### config.mk
export PLATFORM = sky130hd
export DESIGN_NAME = warp_issue_sched
export DESIGN_NICKNAME = d
export VERILOG_FILES = /design/src/rtl/wis_pkg.sv /design/src/rtl/wis_scoreboard.sv /design/src/rtl/wis_slot_buffer.sv /design/src/rtl/wis_picker.sv /design/src/rtl/warp_issue_sched.sv
export SDC_FILE = /design/constraint.sdc
export NUM_CORES = 2
export LEC_CHECK = 0
export BUFFER_PORTS_ARGS = -buffer_cell sky130_fd_sc_hd__buf_2
export CAP_MARGIN = 25
export CORE_UTILIZATION = 54
export CTS_CLUSTER_SIZE = 25
export DETAILED_ROUTE_END_ITERATION = 10
export PLACE_DENSITY_LB_ADDON = 0.3
export SLEW_MARGIN = 0
export SYNTH_ARGS = -nofsm -noshare
export SYNTH_HDL_FRONTEND = slang
export SYNTH_SLANG_ARGS = --single-unit
export TNS_END_PERCENT = 1
### constraint.sdc
create_clock -name clk -period 27.1 [get_ports clk]
set_input_delay 4.065 -clock clk [delete_from_list [all_inputs] [get_ports clk]]
set_output_delay 4.065 -clock clk [all_outputs]
set_load 0.1 [all_outputs]
### src/rtl/wis_pkg.sv
package wis_pkg;

  // Increment with wrap at n (round-robin pointer advance).
  function automatic int unsigned wis_wrap_inc(int unsigned v, int unsigned n);
    return ((v + 1) >= n) ? 0 : (v + 1);
  endfunction

endpackage

### src/rtl/wis_scoreboard.sv
module wis_scoreboard #(
  parameter int NW = 24,
  parameter int NR = 16,
  localparam int WW = (NW > 1) ? $clog2(NW) : 1,
  localparam int RW = (NR > 1) ? $clog2(NR) : 1
) (
  input  logic                   clk,
  input  logic                   rst_n,
  input  logic                   set_en,
  input  logic [WW-1:0]          set_warp,
  input  logic [RW-1:0]          set_reg,
  input  logic                   clr_en,
  input  logic [WW-1:0]          clr_warp,
  input  logic [RW-1:0]          clr_reg,
  output logic [NW-1:0][NR-1:0]  pend
);

  logic [NW-1:0][NR-1:0] pend_q, pend_d;
  logic                  upd_en;

  assign upd_en = set_en | clr_en;

  always_comb begin
    pend_d = pend_q;
    if (set_en) pend_d[set_warp][set_reg] = 1'b1;
    if (clr_en) pend_d[clr_warp][clr_reg] = 1'b0;
  end

  always_ff @(posedge clk or negedge rst_n) begin
    if (!rst_n)      pend_q <= '0;
    else if (upd_en) pend_q <= pend_d;
  end

  assign pend = pend_q;


  wb_clear_chk: assert property (@(posedge clk) disable iff (!rst_n)
    clr_en |=> !pend_q[$past(clr_warp)][$past(clr_reg)]);


  issue_mark_chk: assert property (@(posedge clk) disable iff (!rst_n)
    (set_en && !(clr_en && clr_warp == set_warp && clr_reg == set_reg))
      |=> pend_q[$past(set_warp)][$past(set_reg)]);

endmodule

### src/rtl/wis_slot_buffer.sv
module wis_slot_buffer #(
  parameter int NW = 24,
  parameter int RW = 4,
  parameter int AGE_W = 3,
  localparam int WW = (NW > 1) ? $clog2(NW) : 1
) (
  input  logic                     clk,
  input  logic                     rst_n,
  input  logic                     wr_en,
  input  logic [WW-1:0]            wr_warp,
  input  logic [RW-1:0]            wr_src0,
  input  logic [RW-1:0]            wr_src1,
  input  logic [RW-1:0]            wr_dst,
  input  logic                     rel_en,
  input  logic [WW-1:0]            rel_warp,
  output logic [NW-1:0]            occ,
  output logic [NW-1:0][RW-1:0]    src0,
  output logic [NW-1:0][RW-1:0]    src1,
  output logic [NW-1:0][RW-1:0]    dst,
  output logic [NW-1:0][AGE_W-1:0] age
);

  logic [NW-1:0]            occ_q, occ_d;
  logic [NW-1:0][RW-1:0]    s0_q, s0_d, s1_q, s1_d, d_q, d_d;
  logic [NW-1:0][AGE_W-1:0] age_q, age_d;
  logic                     upd_en;

  assign upd_en = wr_en | rel_en;

  always_comb begin
    occ_d = occ_q;
    s0_d  = s0_q;
    s1_d  = s1_q;
    d_d   = d_q;
    age_d = age_q;
    for (int w = 0; w < NW; w++) begin
      if (rel_en && rel_warp == WW'(w)) begin
        occ_d[w] = 1'b0;
      end else if (rel_en && occ_q[w] && age_q[w] != '0) begin
        age_d[w] = age_q[w] - 1'b1;
      end
      if (wr_en && wr_warp == WW'(w) && !occ_q[w]) begin
        occ_d[w] = 1'b1;
        s0_d[w]  = wr_src0;
        s1_d[w]  = wr_src1;
        d_d[w]   = wr_dst;
        age_d[w] = '1;
      end
    end
  end

  always_ff @(posedge clk or negedge rst_n) begin
    if (!rst_n) begin
      occ_q <= '0;
      s0_q  <= '0;
      s1_q  <= '0;
      d_q   <= '0;
      age_q <= '0;
    end else if (upd_en) begin
      occ_q <= occ_d;
      s0_q  <= s0_d;
      s1_q  <= s1_d;
      d_q   <= d_d;
      age_q <= age_d;
    end
  end

  assign occ  = occ_q;
  assign src0 = s0_q;
  assign src1 = s1_q;
  assign dst  = d_q;
  assign age  = age_q;


  write_empty_chk: assert property (@(posedge clk) disable iff (!rst_n)
    wr_en |-> !occ_q[wr_warp]);

  for (genvar g = 0; g < NW; g++) begin : g_hold

    slot_hold_chk: assert property (@(posedge clk) disable iff (!rst_n)
      (occ_q[g] && !(rel_en && rel_warp == WW'(g)))
        |=> (occ_q[g] && s0_q[g] == $past(s0_q[g]) && s1_q[g] == $past(s1_q[g])
             && d_q[g] == $past(d_q[g])));
  end

endmodule

### src/rtl/wis_picker.sv
module wis_picker
  import wis_pkg::*;
#(
  parameter int NW = 24,
  parameter int NR = 16,
  parameter int AGE_W = 3,
  localparam int WW = (NW > 1) ? $clog2(NW) : 1,
  localparam int RW = (NR > 1) ? $clog2(NR) : 1
) (
  input  logic                     clk,
  input  logic                     rst_n,
  input  logic                     enable,
  input  logic [NW-1:0]            occ,
  input  logic [NW-1:0][RW-1:0]    src0,
  input  logic [NW-1:0][RW-1:0]    src1,
  input  logic [NW-1:0][RW-1:0]    dst,
  input  logic [NW-1:0][AGE_W-1:0] age,
  input  logic [NW-1:0][NR-1:0]    pend,
  output logic                     pick_valid,
  output logic [WW-1:0]            pick_warp
);

  logic [NW-1:0]    elig, cand;
  logic [AGE_W-1:0] best_age;
  logic             found;
  logic [WW-1:0]    sel;
  logic [WW-1:0]    rr_q, rr_d;

  for (genvar g = 0; g < NW; g++) begin : g_elig
    assign elig[g] = occ[g] & ~pend[g][src0[g]] & ~pend[g][src1[g]] & ~pend[g][dst[g]];
  end

  always_comb begin
    best_age = '1;
    for (int w = 0; w < NW; w++) begin
      if (elig[w] && age[w] < best_age) best_age = age[w];
    end
    for (int w = 0; w < NW; w++) begin
      cand[w] = elig[w] && (age[w] == best_age);
    end
  end

  always_comb begin
    int unsigned idx;
    found = 1'b0;
    sel   = '0;
    idx   = 0;
    for (int k = 0; k < NW; k++) begin
      idx = 32'(rr_q) + 32'(k);
      if (idx >= 32'(NW)) idx = idx - 32'(NW);
      if (!found && cand[idx]) begin
        found = 1'b1;
        sel   = WW'(idx);
      end
    end
  end

  assign pick_valid = enable & found;
  assign pick_warp  = sel;
  assign rr_d       = WW'(wis_wrap_inc(32'(sel), 32'(NW)));

  always_ff @(posedge clk or negedge rst_n) begin
    if (!rst_n)          rr_q <= '0;
    else if (pick_valid) rr_q <= rr_d;
  end

  logic older_seen;
  always_comb begin
    older_seen = 1'b0;
    for (int w = 0; w < NW; w++) begin
      if (elig[w] && age[w] < age[sel]) older_seen = 1'b1;
    end
  end


  oldest_first_chk: assert property (@(posedge clk) disable iff (!rst_n)
    pick_valid |-> !older_seen);


  operands_clear_chk: assert property (@(posedge clk) disable iff (!rst_n)
    pick_valid |-> (occ[sel] && !pend[sel][src0[sel]] && !pend[sel][src1[sel]]
                    && !pend[sel][dst[sel]]));

endmodule

### src/rtl/warp_issue_sched.sv
module warp_issue_sched #(
  parameter int NUM_WARPS    = 24,
  parameter int NUM_REGS     = 16,
  parameter int AGE_W        = 3,
  parameter int ISSUE_CYCLES = 4,
  localparam int WW = (NUM_WARPS > 1) ? $clog2(NUM_WARPS) : 1,
  localparam int RW = (NUM_REGS > 1) ? $clog2(NUM_REGS) : 1
) (
  input  logic          clk,
  input  logic          rst_n,
  input  logic          fetch_valid,
  input  logic [WW-1:0] fetch_warp,
  input  logic [RW-1:0] fetch_src0,
  input  logic [RW-1:0] fetch_src1,
  input  logic [RW-1:0] fetch_dst,
  output logic          fetch_busy,
  input  logic          wb_valid,
  input  logic [WW-1:0] wb_warp,
  input  logic [RW-1:0] wb_reg,
  output logic          issue_valid,
  output logic [WW-1:0] issue_warp,
  output logic [RW-1:0] issue_src0,
  output logic [RW-1:0] issue_src1,
  output logic [RW-1:0] issue_dst
);

  localparam int BW = $clog2(ISSUE_CYCLES + 1);

  logic [NUM_WARPS-1:0]                occ;
  logic [NUM_WARPS-1:0][RW-1:0]        s0, s1, dd;
  logic [NUM_WARPS-1:0][AGE_W-1:0]     age;
  logic [NUM_WARPS-1:0][NUM_REGS-1:0]  pend;
  logic                                pick_valid;
  logic [WW-1:0]                       pick_warp;
  logic                                fetch_ok, dp_free, busy_en;
  logic [BW-1:0]                       busy_q, busy_d;

  assign fetch_busy = fetch_valid &  occ[fetch_warp];
  assign fetch_ok   = fetch_valid & ~occ[fetch_warp];
  assign dp_free    = (busy_q == '0);

  // Datapath occupancy countdown.
  always_comb begin
    busy_en = pick_valid | ~dp_free;
    if (pick_valid) busy_d = BW'(ISSUE_CYCLES - 1);
    else            busy_d = busy_q - 1'b1;
  end

  always_ff @(posedge clk or negedge rst_n) begin
    if (!rst_n)       busy_q <= '0;
    else if (busy_en) busy_q <= busy_d;
  end

  wis_slot_buffer #(.NW(NUM_WARPS), .RW(RW), .AGE_W(AGE_W)) u_slots (
    .clk(clk), .rst_n(rst_n),
    .wr_en(fetch_ok), .wr_warp(fetch_warp),
    .wr_src0(fetch_src0), .wr_src1(fetch_src1), .wr_dst(fetch_dst),
    .rel_en(pick_valid), .rel_warp(pick_warp),
    .occ(occ), .src0(s0), .src1(s1), .dst(dd), .age(age)
  );

  wis_scoreboard #(.NW(NUM_WARPS), .NR(NUM_REGS)) u_sb (
    .clk(clk), .rst_n(rst_n),
    .set_en(pick_valid), .set_warp(pick_warp), .set_reg(dd[pick_warp]),
    .clr_en(wb_valid), .clr_warp(wb_warp), .clr_reg(wb_reg),
    .pend(pend)
  );

  wis_picker #(.NW(NUM_WARPS), .NR(NUM_REGS), .AGE_W(AGE_W)) u_pick (
    .clk(clk), .rst_n(rst_n), .enable(dp_free),
    .occ(occ), .src0(s0), .src1(s1), .dst(dd), .age(age), .pend(pend),
    .pick_valid(pick_valid), .pick_warp(pick_warp)
  );

  always_ff @(posedge clk or negedge rst_n) begin
    if (!rst_n) begin
      issue_valid <= 1'b0;
      issue_warp  <= '0;
      issue_src0  <= '0;
      issue_src1  <= '0;
      issue_dst   <= '0;
    end else begin
      issue_valid <= pick_valid;
      if (pick_valid) begin
        issue_warp <= pick_warp;
        issue_src0 <= s0[pick_warp];
        issue_src1 <= s1[pick_warp];
        issue_dst  <= dd[pick_warp];
      end
    end
  end


  issue_gap_chk: assert property (@(posedge clk) disable iff (!rst_n)
    issue_valid |=> !issue_valid);


  slot_released_chk: assert property (@(posedge clk) disable iff (!rst_n)
    issue_valid |-> !occ[issue_warp]);


  dst_pending_chk: assert property (@(posedge clk) disable iff (!rst_n)
    (issue_valid && !($past(wb_valid) && $past(wb_warp) == issue_warp
                      && $past(wb_reg) == issue_dst))
      |-> pend[issue_warp][issue_dst]);

endmodule

==> run metrics <==
status=finished, final reports clean; Post-DRT Antenna Nets=0; Remaining DRCs=0; CP peak stage delay=0.86 ns; Die Wd=324 um; Post-DP HPWL=166000 um; H-tree depth=3; Nets=5653; min Tclk post-route=21.77 ns; die footprint=105000 um2; r2r startpoint=u_slots.dst[0]$_DFFE_PN0P_; clock sink total=794; Worst-Skew Late Latency=0.73 ns; slowest stage cell on the critical path=o41ai_2; Post-Place Setup Slack=6.03 ns; initial antenna violation count=15; Initial Utilization=0.548; Final Hold Viols=0; period utilization=0.803; CP endpoint kind=flip-flop; clk_skew=0.0852 ns; Vert. Die Dim=324 um; DRT Wirelength=237000 um; RSZ-0062 raised after global routing=false; largest net degree at the start of global routing=104; DRT iter0 DRCs=8224; Synth warnings=0; Seq/Total Area, Yosys=0.354; Top FF cell, synth=dfrtp_1; core footprint=102000 um2; Hold Crit Endpoint=issue_warp[2]$_DFFE_PN0P_; # Max-Cap Violations=0; Hold Crit Class=flip-flop to flip-flop; layout cells sized above 1=0.193; Crit Path Max Fanout=48; syn_nets=5873; Vias per Instance=7.49; Hold-fix buffers, CTS=0; WP data arrival=22.36 ns; final worst slack=5.33 ns; EDFF count, synth=0; post-CTS sizing=0; first drt pass iteration count=8; first-pass GRT wire length=344000 um; endpoints failing setup=0; final setup TNS=0 ns; CTS tree=done; number of I/O pins=49; Global Route Usage Sum=0.444; CP required=27.69 ns; register bit total from synthesis=794; Root Driver=clkbuf_16; fmax=45.9 MHz; fraction of registers with async set/reset=1.00; Worst R2R Path Depth=62; Mapped Area=56100 um2; WHS Path Cells=2; setup bufs post-CTS=0; min-delay src=issue_warp[2]$_DFFE_PN0P_; Vias=52300; GR Overflow Total=0; Port-buffer cells=48; crit start category=flip-flop; flop-to-flop setup slack=5.33 ns; area grow syn2layout=7.77%; GPL Wtd Cong=1.05; FP Rows=117; Clock Pin Slew Worst Setup and Hold Paths=0.06 ns; reg2reg end=u_sb.pend[343]$_DFFE_PN0P_; Worst slew margin=0.170; Pins Over Slew Limit=0; synthesized instance count=5756; Routed wire per std cell=34.0 um; vias in the first global route=49400; CTS Buf Count=89; Crit Path Category=flip-flop to flip-flop; Slew @ Worst Pin=1.24 ns; syn avg cell area=9.75 um2; library cells used by synthesis=130; Max clock buf depth=3
[how the worst max path moves through the flow]
stage / slack [ns] / cells past startpoint / to / start
6_report: 5.33 / 62 / u_sb.pend[343]$_DFFE_PN0P_ / u_slots.dst[0]$_DFFE_PN0P_
5_1_grt: 4.06 / 63 / u_sb.pend[41]$_DFFE_PN0P_ / u_slots.dst[0]$_DFFE_PN0P_
4_1_cts: 5.97 / 64 / u_sb.pend[128]$_DFFE_PN0P_ / u_slots.dst[0]$_DFFE_PN0P_
3_5_place_dp: 6.03 / 64 / u_sb.pend[64]$_DFFE_PN0P_ / u_slots.dst[0]$_DFFE_PN0P_
3_3_place_gp: 6.12 / 62 / u_sb.pend[8]$_DFFE_PN0P_ / u_slots.dst[0]$_DFFE_PN0P_
2_1_floorplan: 11.16 / 71 / u_slots.age[35]$_DFFE_PN0P_ / u_slots.dst[4]$_DFFE_PN0P_
[synth_stat cells, types with 25 or more instances]
cell | number | area share
nand2_1 | 487 | 0.033
nor4_1 | 40 | 0.0045
or3_1 | 51 | 0.0057
o21ai_0 | 398 | 0.035
inv_1 | 309 | 0.021
dfrtp_1 | 794 | 0.35
a21o_1 | 27 | 0.0036
buf_2 | 74 | 0.0066
clkbuf_1 | 357 | 0.024
nand2b_1 | 34 | 0.0038
nor3_1 | 101 | 0.0090
mux2i_1 | 134 | 0.024
o21ai_1 | 139 | 0.012
mux4_2 | 349 | 0.14
a31oi_1 | 40 | 0.0045
o211ai_1 | 40 | 0.0053
ha_1 | 87 | 0.019
a41oi_1 | 111 | 0.017
nand4_1 | 28 | 0.0031
nor2_1 | 270 | 0.018
nor2b_1 | 32 | 0.0036
or4_1 | 25 | 0.0033
o22ai_1 | 177 | 0.020
buf_1 | 34 | 0.0023
and3_1 | 49 | 0.0055
mux2_2 | 280 | 0.056
and2_1 | 30 | 0.0033
nand3_1 | 160 | 0.014
a211oi_1 | 43 | 0.0058
xnor2_1 | 121 | 0.019
a21oi_1 | 403 | 0.036
[area by class of cell]
cell class | count | area [um2]
diodes | 7 | 17.5
clock buffers | 126 | 2530
clock inverters | 35 | 498
fillers | 8612 | 42000
inverters | 320 | 1200
multi-input cells | 4160 | 33300
flip-flops and latches | 794 | 19900
well taps | 1368 | 1710
repair buffers | 171 | 1410
[registers in the layout, indices dropped and copies added, names as in the netlist, 5 cells and up]
signal        count
u_sb.pend       384
u_pick.rr_q       5
u_slots.occ      24
u_slots.src1     96
issue_warp        5
u_slots.dst      96
u_slots.age      72
u_slots.src0     96
[cell families (layout without fill, tap and decap cells)]
| kind of cell | count (synthesis) | after routing | synth area share |
|---|---|---|---|
| compound gates | 1730 | 1730 | 0.199 |
| simple gates | 1423 | 1423 | 0.125 |
| buf+inv | 802 | 652 | 0.0570 |
| fa+ha+maj | 91 | 91 | 0.0201 |
| other cells | 0 | 7 | 0 |
| xor+xnor | 149 | 149 | 0.0241 |
| flops | 794 | 794 | 0.354 |
| mux | 767 | 767 | 0.221 |
[per-layer routing]
metal | routed length, um | vias to the layer above | track usage
met5 | 244 | - | 0.00679
met4 | 19100 | 22 | 0.300
met3 | 33400 | 1015 | 0.162
met2 | 99100 | 4211 | 0.625
met1 | 85600 | 25700 | 0.570
li1 | - | 21300 | -
[worst max-delay path, delay by kind of cell, from the launching register on]
kind	cells	cell delay, ns
AOI/OAI and AO/OA	31	11.09
xor gates and xnor gates	1	0.43
adders and majority gates	2	0.38
buffers and inverters	7	2.33
DFF	1	0.48
muxes	3	1.10
and+or+nand+nor	18	5.69
[layout by cell type, fill, tap and decap left out, types with 25 or more instances in the layout]
cell type  netlist  layout
nand2_1        487     481
a21o_1          27      27
nand4_1         28      28
a211oi_1        43      43
or3_1           51      51
clkbuf_16        0      90
o211ai_1        40      40
inv_1          309     309
mux2i_1        134     134
nor2_1         270     263
o22ai_1        177     177
xnor2_1        121     120
or4_1           25      25
nand3_1        160     157
a21oi_1        403     402
mux4_2         349     349
mux2_2         280     280
nand2b_1        34      33
nor3_1         101      93
dfrtp_1        794     793
o21ai_0        398     398
o21ai_1        139     139
ha_1            87      87
buf_2           74      48
nor4_1          40      35
a41oi_1        111     111
and2_1          30      30
a31oi_1         40      40
and3_1          49      49
nor2b_1         32      32
buf_4            9     107
[through the flow]
| stage | cells | util | hold WS (ns) | area (um2) |
|---|---|---|---|---|
| after floorplan | 5756 | - | 0.445 | 56100 |
| after global placement | 6793 | 0.557 | 0.461 | 57100 |
| after detailed placement | 6797 | 0.558 | 0.473 | 57200 |
| after CTS | 6958 | 0.587 | 0.486 | 60200 |
| after global routing | 6974 | 0.590 | 0.513 | 60500 |
| final | 6981 | 0.590 | 0.479 | 60500 |
Power is not shown: default switching activity piles up to over one toggle a cycle in this logic, so the estimate is an artifact.
